File: src/rtl/pxpkg.sv
package pxpkg;
  localparam int PIX_W = 8;
  localparam int LANES = 4;
  localparam int WORD_W = PIX_W * LANES;
  localparam int PAIRS = LANES / 2;
  localparam int HALF_W = WORD_W / 2;
  localparam int K_W = PIX_W + 1;
  localparam int F_W = PIX_W;

  typedef enum logic [1:0] {
    MODE_BRIGHT = 2'd0,
    MODE_BLEND  = 2'd1,
    MODE_FADE   = 2'd2,
    MODE_NONE   = 2'd3
  } modeT;

  typedef struct packed {
    logic loadLow;
    logic emitBright;
    logic emitPair;
    logic useFade;
  } ctlT;
endpackage

File: src/rtl/px_bright_lane.sv
module px_bright_lane
  import pxpkg::*;
(
  input  logic [PIX_W-1:0]     pix,
  input  logic signed [K_W-1:0] kVal,
  output logic [PIX_W-1:0]     res
);
  localparam int SUM_W = PIX_W + 2;
  localparam int MAXV = (1 << PIX_W) - 1;
  logic signed [SUM_W-1:0] sum;

  always_comb begin
    sum = $signed({2'b00, pix}) + SUM_W'(kVal);
    if (sum < 0)
      res = '0;
    else if (sum > SUM_W'(MAXV))
      res = PIX_W'(MAXV);
    else
      res = sum[PIX_W-1:0];
  end
endmodule

File: src/rtl/px_pair_lane.sv
module px_pair_lane
  import pxpkg::*;
(
  input  logic [PIX_W-1:0] pixA,
  input  logic [PIX_W-1:0] pixB,
  input  logic [F_W-1:0]   fVal,
  input  logic             useFade,
  output logic [PIX_W-1:0] res
);
  localparam int PW = PIX_W + F_W + 2;
  localparam int MAXV = (1 << PIX_W) - 1;
  logic signed [PW-1:0] diff, prod, scaled, mix;
  logic [PIX_W:0] addSum;

  always_comb begin
    addSum = {1'b0, pixA} + {1'b0, pixB};
    diff   = $signed(PW'(pixA)) - $signed(PW'(pixB));
    prod   = diff * $signed(PW'(fVal));
    scaled = prod >>> F_W;
    mix    = $signed(PW'(pixB)) + scaled;
    if (useFade) begin
      if (mix < 0)
        res = '0;
      else if (mix > PW'(MAXV))
        res = PIX_W'(MAXV);
      else
        res = mix[PIX_W-1:0];
    end else begin
      res = addSum[PIX_W] ? PIX_W'(MAXV) : addSum[PIX_W-1:0];
    end
  end
endmodule

File: src/rtl/px_control.sv
module px_control
  import pxpkg::*;
(
  input  logic       clk,
  input  logic       rstN,
  input  logic       wrStb,
  input  logic [1:0] modeSel,
  output ctlT        ctl
);
  logic halfFull;
  modeT lastMode;
  modeT curMode;
  logic modeChg, twoSrc, effHalf;

  always_comb begin
    curMode = modeT'(modeSel);
    modeChg = (curMode != lastMode);
    twoSrc  = (curMode == MODE_BLEND) || (curMode == MODE_FADE);
    effHalf = halfFull && !modeChg;
    ctl.useFade    = (curMode == MODE_FADE);
    ctl.emitBright = wrStb && (curMode == MODE_BRIGHT);
    ctl.loadLow    = wrStb && twoSrc && !effHalf;
    ctl.emitPair   = wrStb && twoSrc && effHalf;
  end

  always_ff @(posedge clk) begin
    if (!rstN) begin
      halfFull <= 1'b0;
      lastMode <= MODE_BRIGHT;
    end else begin
      lastMode <= curMode;
      if (ctl.loadLow)
        halfFull <= 1'b1;
      else if (ctl.emitPair || modeChg)
        halfFull <= 1'b0;
    end
  end

  assert_one_action_R5: assert property (@(posedge clk) disable iff (!rstN)
    $onehot0({ctl.loadLow, ctl.emitBright, ctl.emitPair}));
  assert_pair_drains_half_R5: assert property (@(posedge clk) disable iff (!rstN)
    ctl.emitPair |=> !halfFull);
  assert_switch_drops_half_R6: assert property (@(posedge clk) disable iff (!rstN)
    (modeChg && !wrStb) |=> !halfFull);
endmodule

File: src/rtl/px_datapath.sv
module px_datapath
  import pxpkg::*;
(
  input  logic              clk,
  input  logic              rstN,
  input  ctlT               ctl,
  input  logic [WORD_W-1:0] wrData,
  input  logic [K_W-1:0]    brightK,
  input  logic [F_W-1:0]    fadeF,
  output logic [WORD_W-1:0] rdData,
  output logic              rdValid
);
  logic [WORD_W-1:0] brightWord;
  logic [HALF_W-1:0] pairHalf;
  logic [HALF_W-1:0] halfReg;

  for (genvar i = 0; i < LANES; i++) begin : g_bright
    px_bright_lane u_lane (
      .pix  (wrData[i*PIX_W +: PIX_W]),
      .kVal ($signed(brightK)),
      .res  (brightWord[i*PIX_W +: PIX_W])
    );
  end

  for (genvar j = 0; j < PAIRS; j++) begin : g_pair
    px_pair_lane u_lane (
      .pixA    (wrData[(2*j+1)*PIX_W +: PIX_W]),
      .pixB    (wrData[(2*j)*PIX_W +: PIX_W]),
      .fVal    (fadeF),
      .useFade (ctl.useFade),
      .res     (pairHalf[j*PIX_W +: PIX_W])
    );
  end

  always_ff @(posedge clk) begin
    if (!rstN) begin
      halfReg <= '0;
      rdData  <= '0;
      rdValid <= 1'b0;
    end else begin
      rdValid <= ctl.emitBright || ctl.emitPair;
      if (ctl.loadLow)
        halfReg <= pairHalf;
      if (ctl.emitBright)
        rdData <= brightWord;
      else if (ctl.emitPair)
        rdData <= {pairHalf, halfReg};
    end
  end

  assert_hold_when_idle_R7: assert property (@(posedge clk) disable iff (!rstN)
    !(ctl.emitBright || ctl.emitPair) |=> $stable(rdData));
endmodule

File: src/rtl/pixel_pack_alu.sv
module pixel_pack_alu
  import pxpkg::*;
(
  input  logic              clk,
  input  logic              rstN,
  input  logic              wrStb,
  input  logic [WORD_W-1:0] wrData,
  input  logic [1:0]        modeSel,
  input  logic [K_W-1:0]    brightK,
  input  logic [F_W-1:0]    fadeF,
  output logic [WORD_W-1:0] rdData,
  output logic              rdValid
);
  ctlT ctl;

  px_control u_ctl (
    .clk     (clk),
    .rstN    (rstN),
    .wrStb   (wrStb),
    .modeSel (modeSel),
    .ctl     (ctl)
  );

  px_datapath u_dp (
    .clk     (clk),
    .rstN    (rstN),
    .ctl     (ctl),
    .wrData  (wrData),
    .brightK (brightK),
    .fadeF   (fadeF),
    .rdData  (rdData),
    .rdValid (rdValid)
  );

  assert_no_valid_without_write_R7: assert property (@(posedge clk) disable iff (!rstN)
    !wrStb |=> !rdValid);
  assert_ignored_mode_R7: assert property (@(posedge clk) disable iff (!rstN)
    (wrStb && modeSel == 2'd3) |=> !rdValid);
endmodule

File: config.mk
export PLATFORM = sky130hd
export DESIGN_NAME = pixel_pack_alu
export DESIGN_NICKNAME = d
export VERILOG_FILES = /design/src/rtl/pxpkg.sv /design/src/rtl/px_bright_lane.sv /design/src/rtl/px_pair_lane.sv /design/src/rtl/px_control.sv /design/src/rtl/px_datapath.sv /design/src/rtl/pixel_pack_alu.sv
export SDC_FILE = /design/constraint.sdc
export NUM_CORES = 1
export LEC_CHECK = 0
export ABC_AREA = 0
export BUFFER_PORTS_ARGS = -buffer_cell sky130_fd_sc_hd__buf_2
export CORE_UTILIZATION = 50
export DETAILED_ROUTE_END_ITERATION = 10
export GPL_TIMING_DRIVEN = 1
export PLACE_DENSITY = 0.8
export SYNTH_ARGS = -nofsm -noshare
export SYNTH_HDL_FRONTEND = slang
export SYNTH_SLANG_ARGS = --single-unit
File: constraint.sdc
create_clock -name clk -period 20.8 [get_ports clk]
set_input_delay 1.04 -clock clk [delete_from_list [all_inputs] [get_ports clk]]
set_output_delay 1.04 -clock clk [all_outputs]
set_load 0.05 [all_outputs]
Yosys cells after proc, flatten, opt, wreduce, memory -nomap -nowiden
Index checks and enable logic that the tools add are counted.
{ "word_totals": {"output_inout_bits": 33, "regBits": 52, "input_bits": 54} }
{ "op_classes": {"n_reduce_logical": 13, "multipliers": 2, "mux": 20, "n_lt_le_gt_ge": 12, "addsub": 10, "n_eq_ne": 3} }
{ "ops": {"columns": ["op", "n"], "rows": [
  ["8-bit 2-to-1 mux", 16],
  ["32-bit 2-to-1 mux", 2],
  ["9-bit by 9-bit adder with 10-bit output", 4],
  ["10-bit by 9-bit greater-than comparator with 1-bit output (second input constant)", 4],
  ["10-bit by 1-bit < comparator with 1-bit output (second input constant)", 4],
  ["9-bit by 9-bit multiplier with 18-bit output", 2],
  ["9-bit by 10-bit adder with 11-bit output", 2],
  ["11-bit by 9-bit greater-than comparator with 1-bit output (second input constant)", 2],
  ["11-bit by 1-bit < comparator with 1-bit output (second input constant)", 2],
  ["8-bit by 8-bit adder with 9-bit output", 2],
  ["8-bit by 8-bit subtractor with 9-bit output", 2],
  ["1-bit logical AND", 5],
  ["2-bit nonzero test", 2],
  ["1-bit logical OR", 3],
  ["2-bit by 1-bit == test with 1-bit output (second input constant)", 1],
  ["2-bit == test (second input constant)", 1],
  ["1-bit zero test", 2],
  ["2-bit zero test", 1],
  ["1-bit 2-to-1 mux", 2],
  ["2-bit inequality test", 1]
]} }

Depth between registers and ports, before layout
Gate-level depths: netlist (run 1).
{ "logic_depth": {"depth_word": 9, "mapped_depth": 37, "ltp_nobuf": 36} }

By module
Synthesis (run 1) repeated with hierarchy kept, for this count alone.
{ "unflattened": {"cells_unflattened": 1462, "area_unflattened_um2": 12687.2} }
{ "modules_own_cells": {"columns": ["module", "area_each_um2", "instances", "cells_each", "seq_area_each_um2"], "rows": [
  ["px_pair_lane (u_dp.g_pair[1].u_lane)", 4012.6, 1, 486, 0.0],
  ["px_pair_lane (u_dp.g_pair[0].u_lane)", 4002.6, 1, 485, 0.0],
  ["px_datapath", 2397.3, 1, 196, 980.9],
  ["px_bright_lane", 526.8, 4, 69, 0.0],
  ["px_control", 167.7, 1, 19, 60.1]
]} }

Worst setup path after synthesis (run 1)
Ideal clock, no wire load.
{ "synth_timing": {"kind": "input port to flip-flop", "startpoint": "in wrData[17]", "endpoint": "reg u_dp.rdData[24]", "arrival_ps": 7816, "cell_stages": 34, "required_time_ps": 20678, "path_slack_ps": 12862, "path_cell_list": "inv_1 -> ha_1 -> nor2b_1 -> o21ai_0 -> a21oi_1 -> o21ai_0 -> nand2b_1 -> a21o_1 -> a21oi_1 -> xnor2_1 -> nand2_1 -> fa_1 -> inv_1 -> fa_1 -> fa_1 -> inv_1 -> fa_1 -> inv_1 -> ha_1 -> a21o_1 -> a21oi_1 -> nand2_1 -> a21oi_1 -> o21bai_1 -> xor2_1 -> ha_1 -> nand3b_1 -> a211oi_1 -> o211ai_1 -> xor3_1 -> nand2_1 -> nand2_1 -> or2_0 -> a221o_1"} }
{ "synth_between": {"elab_chain_len": 9, "word_cells_on_any_way": 12} }
{ "synth_lines": {"columns": ["item", "line", "rtl"], "rows": [
  ["start: declaration", "pixel_pack_alu.sv:7", "input logic [WORD_W-1:0] wrData,"],
  ["8-bit by 8-bit subtractor with 9-bit output", "px_pair_lane.sv:17", "diff = $signed(PW'(pixA)) - $signed(PW'(pixB));"],
  ["9-bit by 9-bit multiplier with 18-bit output", "px_pair_lane.sv:18", "prod = diff * $signed(PW'(fVal));"],
  ["9-bit by 10-bit adder with 11-bit output", "px_pair_lane.sv:20", "mix = $signed(PW'(pixB)) + scaled;"],
  ["11-bit by 9-bit greater-than comparator with 1-bit output", "px_pair_lane.sv:24", "else if (mix > PW'(MAXV))"],
  ["8-bit 2-to-1 mux", "px_pair_lane.sv:24", null],
  ["8-bit 2-to-1 mux", "px_pair_lane.sv:22", "if (mix < 0)"],
  ["8-bit 2-to-1 mux *", "px_pair_lane.sv:21", "if (useFade) begin"],
  ["32-bit 2-to-1 mux *", "px_datapath.sv:46", "else if (ctl.emitPair)"],
  ["32-bit 2-to-1 mux *", "px_datapath.sv:44", "if (ctl.emitBright)"],
  ["end signal: assignment", "px_datapath.sv:45", "rdData <= brightWord;"],
  ["end signal: assignment", "px_datapath.sv:47", "rdData <= {pairHalf, halfReg};"],
  ["end: declaration", "px_datapath.sv:10", "output logic [WORD_W-1:0] rdData,"]
]} }
Every way passes the cells marked *; elsewhere a longest branch is shown, timed or not. The select of a mux whose other input is x is not followed.
A chain may end at the register's enable or synchronous reset.

Final worst setup path (run 1)
{ "layout_timing": {"startpoint": "in wrData[17]", "endpoint": "reg u_dp.rdData[26]"} }
Same word-level chain as after synthesis.

==> impl_metrics.py, run 1 <==
metrics = {
    "timing": {
        "rsz0062_at_grt": "false",
        "setup_viol": 0,
        "fin_crit_sh_pct": 43.0,
        "fmax_ghz": 0.112,
        "fin_crit_ns": 8.94,
        "final-max-slew-violation-count": 0,
        "fin_tns_setup_ns": 0,
        "finalClockSkew_ns": 0.00552,
        "worst_pin_slew_ns": 0.974,
        "relSlewSlack_pct": 35.0,
        "hold_violations": 0,
    },
    "route": {
        "dr.pass1.iters": 5,
        "vias": 9489,
        "routedWlPerCell_microns": 17.2,
        "wl_met3_microns": 1930,
        "routed_via_density": 5.76,
        "ant_nets": 0,
        "finalWirelength_microns": 28400,
        "drtIter0Drc": 646,
        "drc": 0,
        "wl_met2_microns": 13600,
        "wl_met1_microns": 12200,
        "routed.top_layer": "met4",
    },
    "logic_synthesis": {
        "synth_compound_area_share_pct": 18.2,
        "syn_nets": 1640,
        "dominantRegCellSynth": "dfxtp_1",
        "async_reset_ff_share_pct": 0,
        "synthMuxAreaShare_pct": 0.218,
        "synthXorXnorAreaFrac_pct": 7.82,
        "synth_largest_area_cell": "fa_1",
        "seq_area_frac_synth_pct": 9.56,
        "syn_avg_cell_area_sq_um": 8.32,
        "synth_area_leaders": "fa_1 (23%), ha_1 (18%), dfxtp_1 (9.6%)",
        "yosys.area_share.simple_pct": 15.9,
        "syn_inst": 1308,
        "synth_edf_count": 0,
        "ys_seq_elements": 52,
        "synth_top_area_share_pct": 22.6,
        "yosysUniqueCellTypes": 69,
        "yosysWarnings": 0,
        "synthAdderAreaFrac_pct": 40.4,
        "synth_top_family_by_area": "adder cells",
        "syn_area_sq_um": 10900,
    },
    "floorplanning": {
        "core-area_sq_um": 21200,
        "rows": 53,
        "start_util_pct": 51.5,
        "die_x_microns": 150,
        "fp.dieArea_sq_um": 22400,
        "io_pins": 87,
        "die_y_microns": 150,
    },
    "min_path": {
        "hold_class": "reg2reg",
    },
    "finish": {
        "design_area_sq_um": 11700,
        "layout-drive-gt1-share_pct": 8.60,
        "finalNetCount": 1703,
        "syn_to_final_growth_pct": 7.78,
        "diodes": 0,
    },
    "grt": {
        "grt_antenna_before_repair": 0,
        "grt_max_degree": 31,
        "grt_pass1_vias": 9768,
        "grt-ovfl-total": 0,
        "grt_pass1_wl_microns": 47500,
        "gr-usage-all-layers_pct": 26.7,
    },
    "outcome": {
        "status": "complete, no violations",
    },
    "job": {
        "cap_violations": 0,
    },
    "critical_path": {
        "crit_path_start_kind": "input pin",
        "cp.required_ns": 21.02,
        "worstPathArrival_ns": 9.16,
        "worstSetupPathType": "in2reg",
        "crit_fanout": 11,
        "cp_slowest_cell": "xnor2_1",
        "critPathCaptureType": "flop",
        "max_stage_delay_ns": 0.73,
    },
    "clock_tree": {
        "post_cts_buffers": 0,
        "clock_latency_ns": 0.30,
        "path_clk_slew_ns": 0.07,
        "post_cts_resized": 0,
        "clockRootBuffer": "clkbuf_16",
        "htreeDepth": 2,
        "cts_tree": "yes",
        "cts_max_path_buffers": 2,
        "hold_buffers": 0,
        "cts_made_buffers": 5,
        "cts.sinks": 52,
    },
    "place": {
        "routabilityCongestion": 0.958,
        "placed_area_sq_um": 11600,
        "post-dp-hpwl_microns": 23300,
        "io_buffers": 86,
    },
}
## worst max-delay path, delay by kind of cell
| family | cells | cell delay [ns] |
|---|---|---|
| compound gates | 12 | 2.74 |
| xor+xnor | 2 | 0.89 |
| fa+ha+maj | 7 | 3.05 |
| buf+inv | 6 | 0.60 |
| simple gates | 6 | 0.82 |
## metrics by stage
stage	util, %	setup WS [ns]	hold WS, ns	instances
after floorplan	-	12.86	0.461	1308
after global placement	54.7	11.91	0.460	1639
after detailed placement	54.7	11.69	0.461	1639
after CTS	55.5	12.00	0.471	1647
after global routing	55.5	11.10	0.486	1647
final	55.5	11.86	0.467	1647
## per-layer routing
| metal | GRT usage, % | vias to the layer above |
|---|---|---|
| met5 | 0 | - |
| met4 | 6.94 | 0 |
| met3 | 3.23 | 49 |
| met2 | 45.6 | 335 |
| met1 | 35.5 | 4627 |
| li1 | - | 4478 |
## placed cells by master, fill, tap and decap left out, types with 29 or more instances in the layout
master,instances
xnor2_1,64
and2_1,57
buf_2,86
nand2_1,120
nor2_1,61
inv_1,193
a21o_1,29
a21oi_1,77
dfxtp_1,52
nand2b_1,30
a31oi_1,32
o21ai_0,65
ha_1,155
fa_1,123
## logic make-up after synthesis
family,Yosys count
simple gates,349
compound gates,305
fa+ha+maj,278
buf+inv,229
xor+xnor,93
flops,52
mux,2
## Yosys cell counts (all sizes together), types with 2 or more instances
master / instances
a2111oi: 2
nand3: 23
a21o: 29
fa: 123
or3: 3
o31ai: 7
and2: 57
nand3b: 3
a21oi: 78
xnor2: 64
mux2i: 2
inv: 194
nand2: 120
nor2b: 26
o221ai: 3
ha: 155
a31oi: 32
nor2: 61
o22ai: 5
o21a: 8
xor2: 27
nor4: 2
nor3: 5
a2bb2oi: 4
o21ai: 67
o21bai: 24
and3: 7
o211ai: 19
o21ba: 2
a221o: 4
or2: 3
o41ai: 3
nand4: 4
clkbuf: 31
buf: 3
a211oi: 6
nand2b: 30
a221oi: 2
dfxtp: 52
## final timing paths
check	from	endpoint	slack, ns	cells past startpoint
worst max register to register	u_ctl.lastMode[1]	u_dp.rdData[21]	18.49	9
worst min-delay path	u_dp.rdData[1]	u_dp.rdData[1]	0.47	2
worst min register to register	u_dp.rdData[1]	u_dp.rdData[1]	0.47	2
worst max-delay path	wrData[17]	u_dp.rdData[26]	11.86	33
## area by class of cell
type	instances	area [sq um]
flip-flops and latches	52	1040
repair buffers	90	460
clock buffers	5	125
multi-input cells	1027	8990
clock inverters	3	42.5
well taps	275	344
inverters	195	732
fillers	1924	9420
## sequential cells by signal, indices dropped and copies added (netlist names)
| register | count |
|---|---|
| u_dp.rdData | 32 |
| u_dp.halfReg | 16 |
| u_dp.rdValid | 1 |
| u_ctl.lastMode | 2 |
| u_ctl.halfFull | 1 |
Power of run 1 is not shown: default switching activity piles up to over one toggle a cycle in this logic, so the estimate is an artifact.
==> run 2: changes to the inputs <==
Clock period 20.8 ns to 8.7 ns, I/O delays scaled along.
==> impl_metrics.py, run 2 (synthesized netlist as in run 1, its figures left out) <==
metrics = {
    "route": {
        "routedWlPerCell_microns": 17.2,
        "vias": 9548,
        "ant_nets": 0,
        "drtIter0Drc": 620,
        "routed_via_density": 5.77,
        "drc": 0,
        "finalWirelength_microns": 28400,
        "dr.pass1.iters": 8,
    },
    "clock_tree": {
        "path_clk_slew_ns": 0.07,
        "cts_max_path_buffers": 2,
        "cts_tree": "yes",
        "clockRootBuffer": "clkbuf_16",
        "clock_latency_ns": 0.30,
        "cts.sinks": 52,
        "cts_made_buffers": 5,
        "htreeDepth": 2,
        "hold_buffers": 0,
    },
    "grt": {
        "gr-usage-all-layers_pct": 26.7,
        "grt_max_degree": 31,
        "grt-ovfl-total": 0,
        "grt_antenna_before_repair": 0,
        "grt_pass1_wl_microns": 47500,
        "grt_pass1_vias": 9710,
    },
    "finish": {
        "final_cell_mix": "inv_1 (193), ha_1 (155), fa_1 (123), nand2_1 (120), buf_2 (86)",
        "largest_reg_flops": 32,
        "design_area_sq_um": 11800,
        "largest-register": "u_dp.rdData",
        "finalNetCount": 1710,
        "layout-drive-gt1-share_pct": 9.14,
        "final_common_cell": "inv_1",
        "syn_to_final_growth_pct": 8.44,
        "diodes": 0,
        "top_regs": "u_dp.rdData x32, u_dp.halfReg x16, u_ctl.lastMode x2",
    },
    "floorplanning": {
        "io_pins": 87,
        "die_y_microns": 150,
        "start_util_pct": 51.5,
        "die_x_microns": 150,
        "fp.dieArea_sq_um": 22400,
        "core-area_sq_um": 21200,
        "rows": 53,
    },
    "place": {
        "routabilityCongestion": 0.962,
        "io_buffers": 86,
        "post-dp-hpwl_microns": 23400,
        "pre_cts_ws_ns": 0.288,
        "placed_area_sq_um": 11600,
    },
    "critical_path": {
        "worstPathArrival_ns": 8.25,
        "cp_slowest_cell": "fa_1",
        "crit_path_start_kind": "input pin",
        "rrSetupSlack_ns": 6.67,
        "crit_fanout": 8,
        "max_stage_delay_ns": 0.58,
        "worstSetupPathType": "in2reg",
        "critPathCaptureType": "flop",
        "cp.required_ns": 8.89,
    },
    "outcome": {
        "status": "complete, no violations",
    },
    "timing": {
        "final-max-slew-violation-count": 0,
        "setup_slack_ns": 0.634,
        "relSlewSlack_pct": 43.8,
        "rsz0062_at_grt": "false",
        "fin_crit_sh_pct": 92.7,
        "worst_pin_slew_ns": 0.843,
        "fin_tns_setup_ns": 0,
        "fmax_ghz": 0.124,
        "setup_viol": 0,
        "fin_crit_ns": 8.07,
        "finalClockSkew_ns": 0.00604,
        "hold_violations": 0,
    },
    "job": {
        "cap_violations": 0,
    },
    "min_path": {
        "hold_class": "in2reg",
    },
}
## run 2: final cells by class
type | count | area (sq um)
inverter | 195 | 732
fill | 1942 | 9350
sequential | 52 | 1040
timing repair buffer | 97 | 513
multi-input combinational | 1027 | 8990
clock inverter | 1 | 30.0
tap | 275 | 344
clock buffer | 7 | 153
## run 2: metrics by stage
step,utilization [%],instances,hold slack (ns)
2_1_floorplan,-,1308,0.461
3_3_place_gp,54.9,1646,0.456
3_5_place_dp,54.9,1646,0.461
4_1_cts,55.8,1654,0.381
5_1_grt,55.8,1654,0.390
6_report,55.8,1654,0.381
## run 2: critical path: cells and delay by family
family                   cells  cell delay [ns]
AND/OR/NAND/NOR              8             1.16
AO/OA/AOI/OAI               12             2.21
adder cells (fa/ha/maj)      7             3.22
XOR/XNOR                     3             0.71
buffers and inverters        5             0.50
## run 2: final timing paths
check	startpoint	end	depth (start not counted)
max	wrData[17]	u_dp.rdData[24]	35
max reg2reg	u_ctl.lastMode[0]	u_dp.rdData[21]	9
min	modeSel[0]	u_ctl.lastMode[0]	2
min reg2reg	u_dp.rdData[10]	u_dp.rdData[10]	2
## run 2: what timing repair did
action / 4_1_cts / 5_1_grt
setup buffers: 0 / 0
gates resized for setup: 0 / 3
endpoints found under the setup margin: 0 / 20
## run 2: per-layer routing
| metal | GRT usage (%) | wire, microns |
|---|---|---|
| met4 | 5.56 | 511 |
| met2 | 46.2 | 13800 |
| met3 | 2.32 | 1750 |
| met1 | 36.0 | 12300 |
| met5 | 0 | 0 |
Power of run 2 is left out for the same reason.
==> run 3: changes to the inputs <==
Settings changed: BUFFER_PORTS_ARGS -buffer_cell sky130_fd_sc_hd__buf_2 to unset, DONT_BUFFER_PORTS set to 1, PLACE_DENSITY 0.8 to 0.77.
==> impl_metrics.py, run 3 (synthesized netlist as in run 1, its figures left out) <==
metrics = {
    "outcome": {
        "status": "complete, no violations",
    },
    "critical_path": {
        "crit_path_start_kind": "input pin",
        "cp_num_buf_inv": 5,
        "worstPathArrival_ns": 8.10,
        "rrSetupSlack_ns": 6.05,
        "cp.required_ns": 8.92,
        "critical-path-top-delay-family": "adder cells",
        "critPathCaptureType": "flop",
        "cp_slowest_cell": "fa_1",
        "max_stage_delay_ns": 0.67,
        "crit_fanout": 11,
        "worstSetupPathType": "in2reg",
        "path_common_cell": "a21oi_1",
    },
    "timing": {
        "fin_tns_setup_ns": 0,
        "setup_viol": 0,
        "fin_crit_ns": 7.88,
        "rsz0062_at_grt": "false",
        "fin_crit_sh_pct": 90.6,
        "relSlewSlack_pct": 40.7,
        "holdWs_ns": 0.252,
        "finalClockSkew_ns": 0.00844,
        "worst_pin_slew_ns": 0.883,
        "final-max-slew-violation-count": 0,
        "hold_violations": 0,
        "fmax_ghz": 0.127,
    },
    "floorplanning": {
        "core-area_sq_um": 21200,
        "die_y_microns": 150,
        "die_x_microns": 150,
        "io_pins": 87,
        "fp.dieArea_sq_um": 22400,
        "start_util_pct": 51.5,
        "rows": 53,
    },
    "route": {
        "drtIter0Drc": 586,
        "finalWirelength_microns": 28000,
        "dr.pass1.iters": 5,
        "vias": 9096,
        "drc": 0,
        "ant_nets": 0,
        "routed_via_density": 5.81,
        "routedWlPerCell_microns": 17.9,
    },
    "job": {
        "cap_violations": 0,
    },
    "finish": {
        "fillers": 1970,
        "multi_input_area_sq_um": 8990,
        "seq_area_sq_um": 1040,
        "layout-drive-gt1-share_pct": 2.94,
        "largest_reg_flops": 32,
        "largest-register": "u_dp.rdData",
        "finalNetCount": 1622,
        "syn_to_final_growth_pct": 4.07,
        "final_cell_mix": "inv_1 (193), ha_1 (155), fa_1 (123), nand2_1 (120), a21oi_1 (76)",
        "final_common_cell": "inv_1",
        "instances_no_fill": 1566,
        "diodes": 0,
        "top_regs": "u_dp.rdData x32, u_dp.halfReg x16, u_ctl.lastMode x2",
    },
    "grt": {
        "grt_pass1_vias": 9438,
        "gr-usage-all-layers_pct": 26.1,
        "grt_pass1_wl_microns": 46000,
        "grt-ovfl-total": 0,
        "grt_max_degree": 31,
        "grt_antenna_before_repair": 0,
    },
    "clock_tree": {
        "clock_latency_ns": 0.30,
        "cts_tree": "yes",
        "clockRootBuffer": "clkbuf_16",
        "path_clk_slew_ns": 0.08,
        "cts_made_buffers": 5,
        "cts.sinks": 52,
        "htreeDepth": 2,
        "hold_buffers": 0,
        "cts_max_path_buffers": 2,
    },
    "min_path": {
        "hold_class": "in2reg",
    },
    "place": {
        "dpl.cell_count": 1558,
        "io_buffers": 0,
        "routabilityCongestion": 0.903,
        "post-dp-hpwl_microns": 23200,
    },
}
## run 3: timing repair
item | CTS | global route
setup endpoints to repair | 0 | 15
setup buffers | 0 | 0
gates resized for setup | 0 | 1
## run 3: area by class of cell
| type | count | area share, % |
|---|---|---|
| inverters | 195 | 6.46 |
| clock buffers | 5 | 1.10 |
| well taps | 275 | 3.04 |
| flip-flops and latches | 52 | 9.19 |
| repair buffers | 9 | 0.596 |
| multi-input cells | 1027 | 79.4 |
| clock inverters | 3 | 0.243 |
## run 3: worst paths after layout
check,from,endpoint,depth (start not counted)
max,wrData[24],u_dp.rdData[26],33
min reg2reg,u_dp.halfReg[12],u_dp.rdData[12],2
max reg2reg,u_ctl.lastMode[1],u_dp.rdData[21],10
min,modeSel[0],u_ctl.lastMode[0],1
## run 3: routing by layer
| layer | global-route usage, % | part of all wire (%) | up-vias | wire [microns] |
|---|---|---|---|---|
| met4 | 6.58 | 2.3 | 0 | 634 |
| met3 | 4.70 | 6.9 | 59 | 1920 |
| met1 | 32.9 | 43 | 4442 | 12000 |
| met5 | 0 | 0 | - | 0 |
| li1 | - | - | 4325 | - |
| met2 | 45.6 | 48 | 270 | 13500 |
## run 3: metrics by stage
step / instance area [sq um] / util, % / setup slack (ns)
final: 11300 / 53.5 / 0.819
after global routing: 11300 / 53.5 / 0.139
after CTS: 11300 / 53.5 / 0.648
after detailed placement: 11200 / 52.8 / 0.360
after global placement: 11200 / 52.8 / 0.531
after floorplan: 10900 / - / 1.37
Power of run 3 is left out for the same reason.
